File: src/rtl/rtc_pkg.sv
package rtc_pkg;

    localparam int unsigned NUM_REGS = 8;
    localparam int unsigned ADDR_W   = $clog2(NUM_REGS);

    // byte addresses of the counters; the field order below matches them
    typedef enum logic [ADDR_W-1:0] {
        REG_SEC   = 3'd0,
        REG_MIN   = 3'd1,
        REG_HOUR  = 3'd2,
        REG_WDAY  = 3'd3,
        REG_DATE  = 3'd4,
        REG_MONTH = 3'd5,
        REG_YEAR  = 3'd6,
        REG_CENT  = 3'd7
    } rtc_reg_e;

    // last member is the least significant byte, so byte lane i is address i
    typedef struct packed {
        logic [7:0] cent;
        logic [7:0] year;
        logic [7:0] month;
        logic [7:0] date;
        logic [7:0] wday;
        logic [7:0] hour;
        logic [7:0] min;
        logic [7:0] sec;
    } rtc_time_t;

    localparam rtc_time_t RTC_RESET = '{
        cent: 8'h20, year: 8'h00, month: 8'h01, date: 8'h01,
        wday: 8'h01, hour: 8'h00, min: 8'h00, sec: 8'h00
    };

    // one decimal step of a two-digit BCD byte (range checks done by caller)
    function automatic logic [7:0] bcd_step(input logic [7:0] v);
        logic [7:0] r;
        if (v[3:0] >= 4'd9) r = {v[7:4] + 4'd1, 4'd0};
        else                r = {v[7:4], v[3:0] + 4'd1};
        return r;
    endfunction

    function automatic logic [6:0] bcd_to_bin(input logic [7:0] v);
        return 7'(v[7:4]) * 7'd10 + 7'(v[3:0]);
    endfunction

endpackage

File: src/rtl/rtc_prescaler.sv
module rtc_prescaler #(
    parameter int unsigned DIV = 32768
) (
    input  logic clk,
    input  logic rst_n,
    input  logic ref_en,
    input  logic clr,
    output logic tick
);
    localparam int unsigned CW   = (DIV > 1) ? $clog2(DIV) : 1;
    localparam logic [CW-1:0] LAST = CW'(DIV - 1);

    typedef struct packed {
        logic [CW-1:0] cnt;
    } pre_state_t;

    pre_state_t st_d, st_q;
    logic       wrap;

    assign wrap = ref_en && (st_q.cnt == LAST);
    assign tick = wrap && !clr;

    always_comb begin
        st_d = st_q;
        if (clr) begin
            st_d.cnt = '0;
        end else if (ref_en) begin
            if (wrap) st_d.cnt = '0;
            else      st_d.cnt = st_q.cnt + 1'b1;
        end
    end

    always_ff @(posedge clk or negedge rst_n) begin
        if (!rst_n) st_q <= '0;
        else        st_q <= st_d;
    end
endmodule

File: src/rtl/rtc_month_len.sv
module rtc_month_len
    import rtc_pkg::*;
(
    input  logic [7:0] month,
    input  logic [7:0] year,
    output logic [7:0] last_date
);
    logic [6:0] year_bin;
    logic       leap;

    assign year_bin = bcd_to_bin(year);
    assign leap     = (year_bin[1:0] == 2'b00);

    always_comb begin
        case (month)
            8'h02:                      last_date = leap ? 8'h29 : 8'h28;
            8'h04, 8'h06, 8'h09, 8'h11: last_date = 8'h30;
            default:                    last_date = 8'h31;
        endcase
    end
endmodule

File: src/rtl/rtc_calendar.sv
module rtc_calendar
    import rtc_pkg::*;
(
    input  logic                  clk,
    input  logic                  rst_n,
    input  logic                  tick,
    input  logic                  wr_en,
    input  logic [ADDR_W-1:0]     wr_addr,
    input  logic [7:0]            wr_data,
    input  logic [7:0]            last_date,
    output rtc_time_t             cal_o
);
    rtc_time_t cal_d, cal_q;
    rtc_time_t adv;
    logic [NUM_REGS-1:0][7:0] lanes;

    assign cal_o = cal_q;

    // carry chain for one second
    always_comb begin
        logic c_min, c_hour, c_day, c_mon, c_year;
        adv    = cal_q;
        c_min  = 1'b0;
        c_hour = 1'b0;
        c_day  = 1'b0;
        c_mon  = 1'b0;
        c_year = 1'b0;

        if (cal_q.sec >= 8'h59) begin
            adv.sec = 8'h00;
            c_min   = 1'b1;
        end else begin
            adv.sec = bcd_step(cal_q.sec);
        end

        if (c_min) begin
            if (cal_q.min >= 8'h59) begin
                adv.min = 8'h00;
                c_hour  = 1'b1;
            end else begin
                adv.min = bcd_step(cal_q.min);
            end
        end

        if (c_hour) begin
            if (cal_q.hour >= 8'h23) begin
                adv.hour = 8'h00;
                c_day    = 1'b1;
            end else begin
                adv.hour = bcd_step(cal_q.hour);
            end
        end

        if (c_day) begin
            if (cal_q.wday >= 8'h07) adv.wday = 8'h01;
            else                     adv.wday = bcd_step(cal_q.wday);

            if (cal_q.date >= last_date) begin
                adv.date = 8'h01;
                c_mon    = 1'b1;
            end else begin
                adv.date = bcd_step(cal_q.date);
            end
        end

        if (c_mon) begin
            if (cal_q.month >= 8'h12) begin
                adv.month = 8'h01;
                c_year    = 1'b1;
            end else begin
                adv.month = bcd_step(cal_q.month);
            end
        end

        if (c_year) begin
            if (cal_q.year >= 8'h99) begin
                adv.year = 8'h00;
                if (cal_q.cent >= 8'h99) adv.cent = 8'h00;
                else                     adv.cent = bcd_step(cal_q.cent);
            end else begin
                adv.year = bcd_step(cal_q.year);
            end
        end
    end

    // next state: advanced value, then the written lane overrides
    always_comb begin
        lanes = tick ? adv : cal_q;
        if (wr_en) lanes[wr_addr] = wr_data;
        cal_d = rtc_time_t'(lanes);
    end

    always_ff @(posedge clk or negedge rst_n) begin
        if (!rst_n) cal_q <= RTC_RESET;
        else        cal_q <= cal_d;
    end
endmodule

File: src/rtl/bcd_rtc_core.sv
module bcd_rtc_core
    import rtc_pkg::*;
#(
    parameter int unsigned PRESCALE = 32768
) (
    input  logic              clk,
    input  logic              rst_n,
    input  logic              ref_en,
    input  logic              wr_en,
    input  logic [ADDR_W-1:0] wr_addr,
    input  logic [7:0]        wr_data,
    input  logic [ADDR_W-1:0] rd_addr,
    output logic [7:0]        rd_data,
    output logic              tick_o
);
    logic      sec_clr;
    logic      tick;
    logic [7:0] last_date;
    rtc_time_t cal_q;
    logic [NUM_REGS-1:0][7:0] rd_lanes;

    assign sec_clr = wr_en && (wr_addr == REG_SEC);

    rtc_prescaler #(.DIV(PRESCALE)) u_pre (
        .clk    (clk),
        .rst_n  (rst_n),
        .ref_en (ref_en),
        .clr    (sec_clr),
        .tick   (tick)
    );

    rtc_month_len u_mlen (
        .month     (cal_q.month),
        .year      (cal_q.year),
        .last_date (last_date)
    );

    rtc_calendar u_cal (
        .clk       (clk),
        .rst_n     (rst_n),
        .tick      (tick),
        .wr_en     (wr_en),
        .wr_addr   (wr_addr),
        .wr_data   (wr_data),
        .last_date (last_date),
        .cal_o     (cal_q)
    );

    assign rd_lanes = cal_q;
    assign rd_data  = rd_lanes[rd_addr];
    assign tick_o   = tick;
endmodule

File: config.mk
export PLATFORM = sky130hd
export DESIGN_NAME = bcd_rtc_core
export DESIGN_NICKNAME = d
export VERILOG_FILES = /design/src/rtl/rtc_pkg.sv /design/src/rtl/rtc_prescaler.sv /design/src/rtl/rtc_month_len.sv /design/src/rtl/rtc_calendar.sv /design/src/rtl/bcd_rtc_core.sv
export SDC_FILE = /design/constraint.sdc
export NUM_CORES = 1
export LEC_CHECK = 0
export BUFFER_PORTS_ARGS = -buffer_cell sky130_fd_sc_hd__buf_2
export CAP_MARGIN = 15
export CORE_MARGIN = 3
export CORE_UTILIZATION = 40
export CTS_CLUSTER_SIZE = 8
export DETAILED_ROUTE_END_ITERATION = 10
export GPL_ROUTABILITY_DRIVEN = 1
export GPL_TIMING_DRIVEN = 1
export PLACE_DENSITY = 0.61
export SETUP_SLACK_MARGIN = 0.1
export SYNTH_ARGS = -nofsm -noshare
export SYNTH_HDL_FRONTEND = slang
export SYNTH_SLANG_ARGS = --single-unit
File: constraint.sdc
create_clock -name clk -period 4.4 [get_ports clk]
set_clock_uncertainty 0.2 [all_clocks]
set_input_delay 0.44 -clock clk [delete_from_list [all_inputs] [get_ports clk]]
set_output_delay 0.44 -clock clk [all_outputs]
set_load 0.02 [all_outputs]
==> flow_summary.ini, run 1 <==
[synth]
yosys.area.top_type = dfrtp_1
syn_area_per_cell_sq_um = 9.00
ys_top_cells_by_count = 77 x nand2_1, 75 x dfrtp_1, 63 x nor2_1
synthArstFlopShare_pct = 100
synth_area_leaders = dfrtp_1 31%, ha_1 9.7%, mux4_2 6.0%
syn_inst = 672
yosysSeqAreaShare_pct = 32.8
synth_top_area_share_pct = 31.0
syn_nets = 737
yosysWarnings = 0
synth-edff-count = 0
synth-seq-cells = 79
yosysMostFrequentCell = nand2_1
synth_cell_types = 67
netlist_area_sq_mm = 0.00605
synth_ff_type = dfrtp_1

[clock_tree]
root_buffer = clkbuf_16
clockBufferDepth = 2
cts_tree = built
cts.reportedPaths.clkPinSlew_ns = 0.07
htreeDepth = 3
numCtsBuffers = 9
cts.sinks = 79
cts_resized = 0
insertion_delay_ns = 0.36

[sta]
setup_viol = 0
rsz0062_at_grt = false
slew_viol_final = 0
min_period_ns = 3.79
maxSlewHeadroom_pct = 33.6
setup_slack_ns = 0.608
tns_ns = 0
worst_slew_pin_slew_ns = 0.994
finalCritPeriodShare_pct = 86.2
fmax_ghz = 0.264
hold_slack_ns = 0.224
hold_viol_final = 0

[worst_setup_path]
reg2regPathDepth = 13
crit_path_end = u_cal.cal_o[43]$_DFF_PN0_
r2r-start = u_cal.cal_o[40]$_DFF_PN1_
cp-start-kind = register
crit_type = register to register
critPathMaxFanout = 7
required_ns = 4.44
cp_data_arrival_time_ns = 3.83
rr_endpoint = u_cal.cal_o[43]$_DFF_PN0_
crit_path_end_kind = register
cp-startpoint = u_cal.cal_o[40]$_DFF_PN1_
rrSetupSlack_ns = 0.61

[place]
dp_slack_ns = 0.640
routabilityCongestion = 0.933
dp.cells = 854
portBuffers = 26
dp_hpwl_um = 13000

[routing]
vias = 5334
drt_iter0_markers = 546
postRouteAntennaNets = 0
wirelength_um = 17900
vias_per_cell = 6.11
wire_per_inst_um = 20.5
first_pass_iters = 5
drc = 0

[cells_and_area]
n_fill_cell = 1398
final_nets = 748
finalNonFillerCells = 873
layout-drive-gt1-share_pct = 15.3
area_growth_pct = 9.81
final_util_pct = 45.3

[grt]
overflow = 0
track_usage_pct = 22.3
grt_pass1_wl_um = 28600
grt_pass1_vias = 5111
antenna_found_initial = 0
grt_max_degree = 80
met3_usage_pct = 4.57
met1_usage_pct = 31.9
grt_busiest_layer = met2
gr-usage-met2_pct = 33.3

[floorplanning]
initial_core_util_pct = 41.3
ioPinCount = 27
fp.dieH_um = 129
die_x_um = 129
coreArea_sq_mm = 0.0146
rows = 44
dieArea_sq_mm = 0.0166

[pwr]
irDropWorstVdd_v = 0.000201
powerDensity_mw_per_mm2 = 404
p_leak_nw = 2.81

[min_path]
hold_path.class = input pin to register

[job]
drv_cap = 0

[outcome]
outcome = completed
## sequential cells by signal, summed over array words and instances (netlist names)
signal / count
u_pre.st_q: 15
u_cal.cal_o: 64
## power breakdown
| group | switching, mW | leakage [nW] | total (mW) | internal (mW) |
|---|---|---|---|---|
| clock | 0.345 | 0.129 | 0.733 | 0.388 |
| sequential | 0.255 | 0.973 | 1.12 | 0.869 |
| combinational | 0.471 | 1.70 | 0.827 | 0.357 |
| total | 1.07 | 2.81 | 2.68 | 1.61 |
## per-stage QoR
step                total power, mW  instance area (sq um)
CTS                            2.67                   6600
floorplan                      1.66                   6050
detailed placement             1.94                   6320
global route                   2.85                   6640
global placement               1.91                   6320
finish                         2.68                   6640
## layout make-up
cell class / instances / area [sq um] / share of cell area [%]
well taps: 184 / 230 / 3.47
flip-flops and latches: 79 / 1980 / 29.8
diodes: 1 / 2.50 / 0.0377
multi-input cells: 523 / 3800 / 57.2
repair buffers: 33 / 208 / 3.13
clock inverters: 7 / 53.8 / 0.810
clock buffers: 9 / 225 / 3.39
inverters: 37 / 139 / 2.09
## routing by layer
layer  vias up  wire, um
li1       2463         -
met1      2632      8090
met2       197      8040
met3        42      1300
met4         0       493
met5         -         0
## worst max-delay path, stage by stage, from the launching register on
cell and delay [ns]:
dfstp_2 0.59, inv_1 0.09, ha_1 0.24, o211ai_1 0.17, a21oi_1 0.09, a31oi_1 0.16
nor3_1 0.08, a21oi_1 0.16, ha_1 0.25, nor4b_1 0.29, o21ai_1 0.23, o21ai_1 0.57
nor3_1 0.17, o41ai_1 0.40
## worst min-delay path by stage
stage                               start                          to  slack [ns]  depth (start not counted)
6_report                           ref_en   u_pre.st_q[1]$_DFFE_PN0P_        0.22                          3
5_1_grt                            ref_en  u_pre.st_q[13]$_DFFE_PN0P_        0.24                          2
4_1_cts                             rst_n    u_cal.cal_o[9]$_DFF_PN0_        0.12                          1
3_5_place_dp   u_pre.st_q[13]$_DFFE_PN0P_  u_pre.st_q[13]$_DFFE_PN0P_        0.34                          1
3_3_place_gp   u_pre.st_q[13]$_DFFE_PN0P_  u_pre.st_q[13]$_DFFE_PN0P_        0.32                          1
2_1_floorplan                       rst_n    u_cal.cal_o[0]$_DFF_PN0_       -0.06                          0
## placed cells by master (no fill, tap or decap), drive strengths merged, types with 5 or more instances in the layout
cell    instances
mux4           16
ha             47
a31oi          11
nor2b           7
nand4          15
a21oi          30
xnor2          13
buf            32
clkbuf          9
mux2i          11
and3            6
nor3           18
nand2b          5
and2            6
a41oi           6
mux2           12
xor2            6
inv            40
nand3          22
o21ai          57
o31a            5
nor4            8
nor2           63
dfrtp          75
a21o            6
o31ai          13
nand2          77
## what timing repair did
action                                 CTS  global route
buffers inserted                         0             0
hold buffers                             0             1
endpoints found under the hold margin    0            23
## kinds of logic (layout without fill, tap and decap cells)
group | count (synthesis) | after routing | synth area share (%)
xor gates and xnor gates | 19 | 19 | 2.75
adders and majority gates | 47 | 47 | 9.72
muxes | 39 | 39 | 10.0
AOI/OAI and AO/OA | 166 | 166 | 17.6
DFF | 79 | 79 | 32.8
buffers and inverters | 70 | 86 | 4.39
other | 0 | 1 | 0
and+or+nand+nor | 252 | 252 | 22.7
Note: power is estimated with default switching activity, not from simulation.
==> inputs of run 2 (changes only) <==
--- a/config.mk
+++ b/config.mk
@@ -5,6 +5,7 @@
 export SDC_FILE = /design/constraint.sdc
 export NUM_CORES = 1
 export LEC_CHECK = 0
+export ABC_AREA = 1
 export BUFFER_PORTS_ARGS = -buffer_cell sky130_fd_sc_hd__buf_2
 export CAP_MARGIN = 15
 export CORE_MARGIN = 3
==> run 2 against run 1 <==
Synthesized cell count is 28% higher. Area after synthesis is 1.4% higher. Fmax is 18% higher. Critical endpoint is now u_cal.cal_o[52]$_DFF_PN0_. Largest power group unchanged. Highest routed layer unchanged.
==> flow_summary.ini, run 2 <==
[synth]
synth_area_leaders = dfrtp_1 31%, nand2_1 11%, ha_1 9.6%
ys_top_cells_by_count = 173 x nand2_1, 114 x inv_1, 81 x nor2_1
syn_nets = 925
synth_top_area_share_pct = 30.6
syn_area_per_cell_sq_um = 7.13
netlist_area_sq_mm = 0.00613
yosysMostFrequentCell = nand2_1
synth-seq-cells = 79
synth_ff_type = dfrtp_1
syn_inst = 860
yosys.area.top_type = dfrtp_1
yosysSeqAreaShare_pct = 32.3
synth_cell_types = 47
yosysWarnings = 0
synth-edff-count = 0
synthArstFlopShare_pct = 100

[routing]
first_pass_iters = 5
wirelength_um = 18300
drt_iter0_markers = 486
vias_per_cell = 5.45
wire_per_inst_um = 17.0
drc = 0
vias = 5864
postRouteAntennaNets = 0

[job]
drv_cap = 0

[worst_setup_path]
cp_top_family = simple AND/OR/NAND/NOR gates
cp_data_arrival_time_ns = 3.25
slowest_delay_ns = 0.59
rr_endpoint = u_cal.cal_o[52]$_DFF_PN0_
crit_path_end_kind = register
timing.critical_path.buf_inv = 4
required_ns = 4.44
rrSetupSlack_ns = 1.19
critPathMaxFanout = 9
slowest_stage = dfstp_2
r2r-start = u_cal.cal_o[40]$_DFF_PN1_
cp-start-kind = register
reg2regPathDepth = 19
crit_type = register to register
crit_chain = inv_1 > ha_1 > o21ai_0 > o21ai_0 > a32oi_1 > nand2_1 > inv_1 > ha_1 > nand2_1 > nor2_1 > nand3_1 > nand3_2 > inv_2 > nor2_4 > nand3_4 > inv_2 > o21ai_0 > nand3_1 > nand2_1

[cells_and_area]
final_cell_mix = 173 x nand2_1, 114 x inv_1, 81 x nor2_1, 75 x dfrtp_1, 63 x a21oi_1
final_nets = 951
final_common_cell = nand2_1
n_fill_cell = 1472
layout-drive-gt1-share_pct = 9.99
finalNonFillerCells = 1075
diodes = 0
largest_reg_flops = 64
area_growth_pct = 10.2

[sta]
finalCritPeriodShare_pct = 73.0
maxSlewHeadroom_pct = 34.3
setup_slack_ns = 1.19
min_period_ns = 3.21
slew_viol_final = 0
worst_slew_pin_slew_ns = 0.984
hold_viol_final = 0
rsz0062_at_grt = false
setup_viol = 0
fmax_ghz = 0.312
tns_ns = 0

[clock_tree]
cts.reportedPaths.clkPinSlew_ns = 0.06
htreeDepth = 3
root_buffer = clkbuf_16
cts.sinks = 79
post-cts-setup-buffers = 0
insertion_delay_ns = 0.35
cts_tree = built
numCtsBuffers = 9
clockBufferDepth = 2

[pwr]
powerDensity_mw_per_mm2 = 401
p_leak_nw = 3.27
irDropWorstVdd_v = 0.000238

[place]
dp_hpwl_um = 13600
dp_slack_ns = 1.26
routabilityCongestion = 0.925
portBuffers = 26
dp.cells = 1058

[floorplanning]
initial_core_util_pct = 41.6
die_x_um = 130
dieArea_sq_mm = 0.0169
fp.dieH_um = 130
rows = 44
ioPinCount = 27
coreArea_sq_mm = 0.0148

[grt]
grt_pass1_vias = 5499
grt_pass1_wl_um = 29300
antenna_found_initial = 0
track_usage_pct = 22.5
overflow = 0
grt_max_degree = 44

[outcome]
outcome = completed

[min_path]
min_to = u_cal.cal_o[54]$_DFF_PN0_
hold_depth = 3
hold_path.class = input pin to register
hold_path.startpoint = wr_data[6]
-- run 2: cell count changes in the layout (fill, tap and decap cells not counted), sizes merged, moves of 12 or more --
cell | previous run | this run
inv | 40 | 127
a21oi | 30 | 63
nand3 | 22 | 58
o21ai | 57 | 94
mux2 | 12 | 0
nor2 | 63 | 93
nand2 | 77 | 179
mux4 | 16 | 0
o31ai | 13 | 1
-- run 2: worst min-delay path, delay by kind of cell --
kind	cells	cell delay, ns
AND/OR/NAND/NOR	2	0.10
buffers and inverters	1	0.10
-- run 2: how the worst max path moves through the flow --
stage / start / end / cells past startpoint
floorplan: u_cal.cal_o[40]$_DFF_PN1_ / u_cal.cal_o[52]$_DFF_PN0_ / 19
global placement: u_cal.cal_o[40]$_DFF_PN1_ / u_cal.cal_o[52]$_DFF_PN0_ / 19
detailed placement: u_cal.cal_o[40]$_DFF_PN1_ / u_cal.cal_o[52]$_DFF_PN0_ / 19
CTS: u_cal.cal_o[40]$_DFF_PN1_ / u_cal.cal_o[52]$_DFF_PN0_ / 19
global route: u_cal.cal_o[40]$_DFF_PN1_ / u_cal.cal_o[50]$_DFF_PN0_ / 19
finish: u_cal.cal_o[40]$_DFF_PN1_ / u_cal.cal_o[52]$_DFF_PN0_ / 19
-- run 2: timing repair --
item                                   CTS  global route
setup endpoints to repair                0             0
hold buffers                             1             0
endpoints found under the hold margin   40             0
gates resized for setup                  0             0
-- run 2: kinds of logic after synthesis --
group | synth area share, %
AND/OR/NAND/NOR | 28.5
AO/OA/AOI/OAI | 18.2
buffers and inverters | 9.22
flip-flops | 32.3
adder cells (fa/ha/maj) | 9.59
XOR/XNOR | 2.14
-- run 2: where the power goes --
part	total, mW	switching (mW)	leakage [nW]	internal (mW)
sequential	1.04	0.170	0.947	0.875
clock	0.802	0.306	0.151	0.496
combinational	0.861	0.561	2.17	0.299
-- run 2: per-stage QoR --
step / instance area [sq um] / util (%) / power, mW / hold slack [ns]
detailed placement: 6440 / 43.7 / 1.90 / 0.290
global placement: 6440 / 43.7 / 1.90 / 0.279
floorplan: 6130 / - / 1.64 / -0.0556
global route: 6760 / 45.8 / 2.90 / 0.129
finish: 6760 / 45.8 / 2.71 / 0.132
CTS: 6760 / 45.8 / 2.71 / 0.124
-- run 2: cell type report --
type | count | area (sq um) | share of cell area, %
Multi-Input combinational cell | 635 | 3580 | 53.0
Sequential cell | 79 | 1980 | 29.3
Inverter | 132 | 497 | 7.35
Clock buffer | 12 | 236 | 3.50
Tap cell | 184 | 230 | 3.41
Timing Repair Buffer | 29 | 158 | 2.33
Clock inverter | 4 | 70.1 | 1.04
-- run 2: metal layers --
| metal | GRT usage, % | wire length (um) | share of wire (%) |
|---|---|---|---|
| met1 | 31.9 | 8670 | 47 |
| met2 | 34.2 | 7980 | 44 |
| met3 | 4.46 | 1130 | 6.2 |
| met4 | 8.01 | 484 | 2.6 |
| met5 | 0 | 0 | 0 |
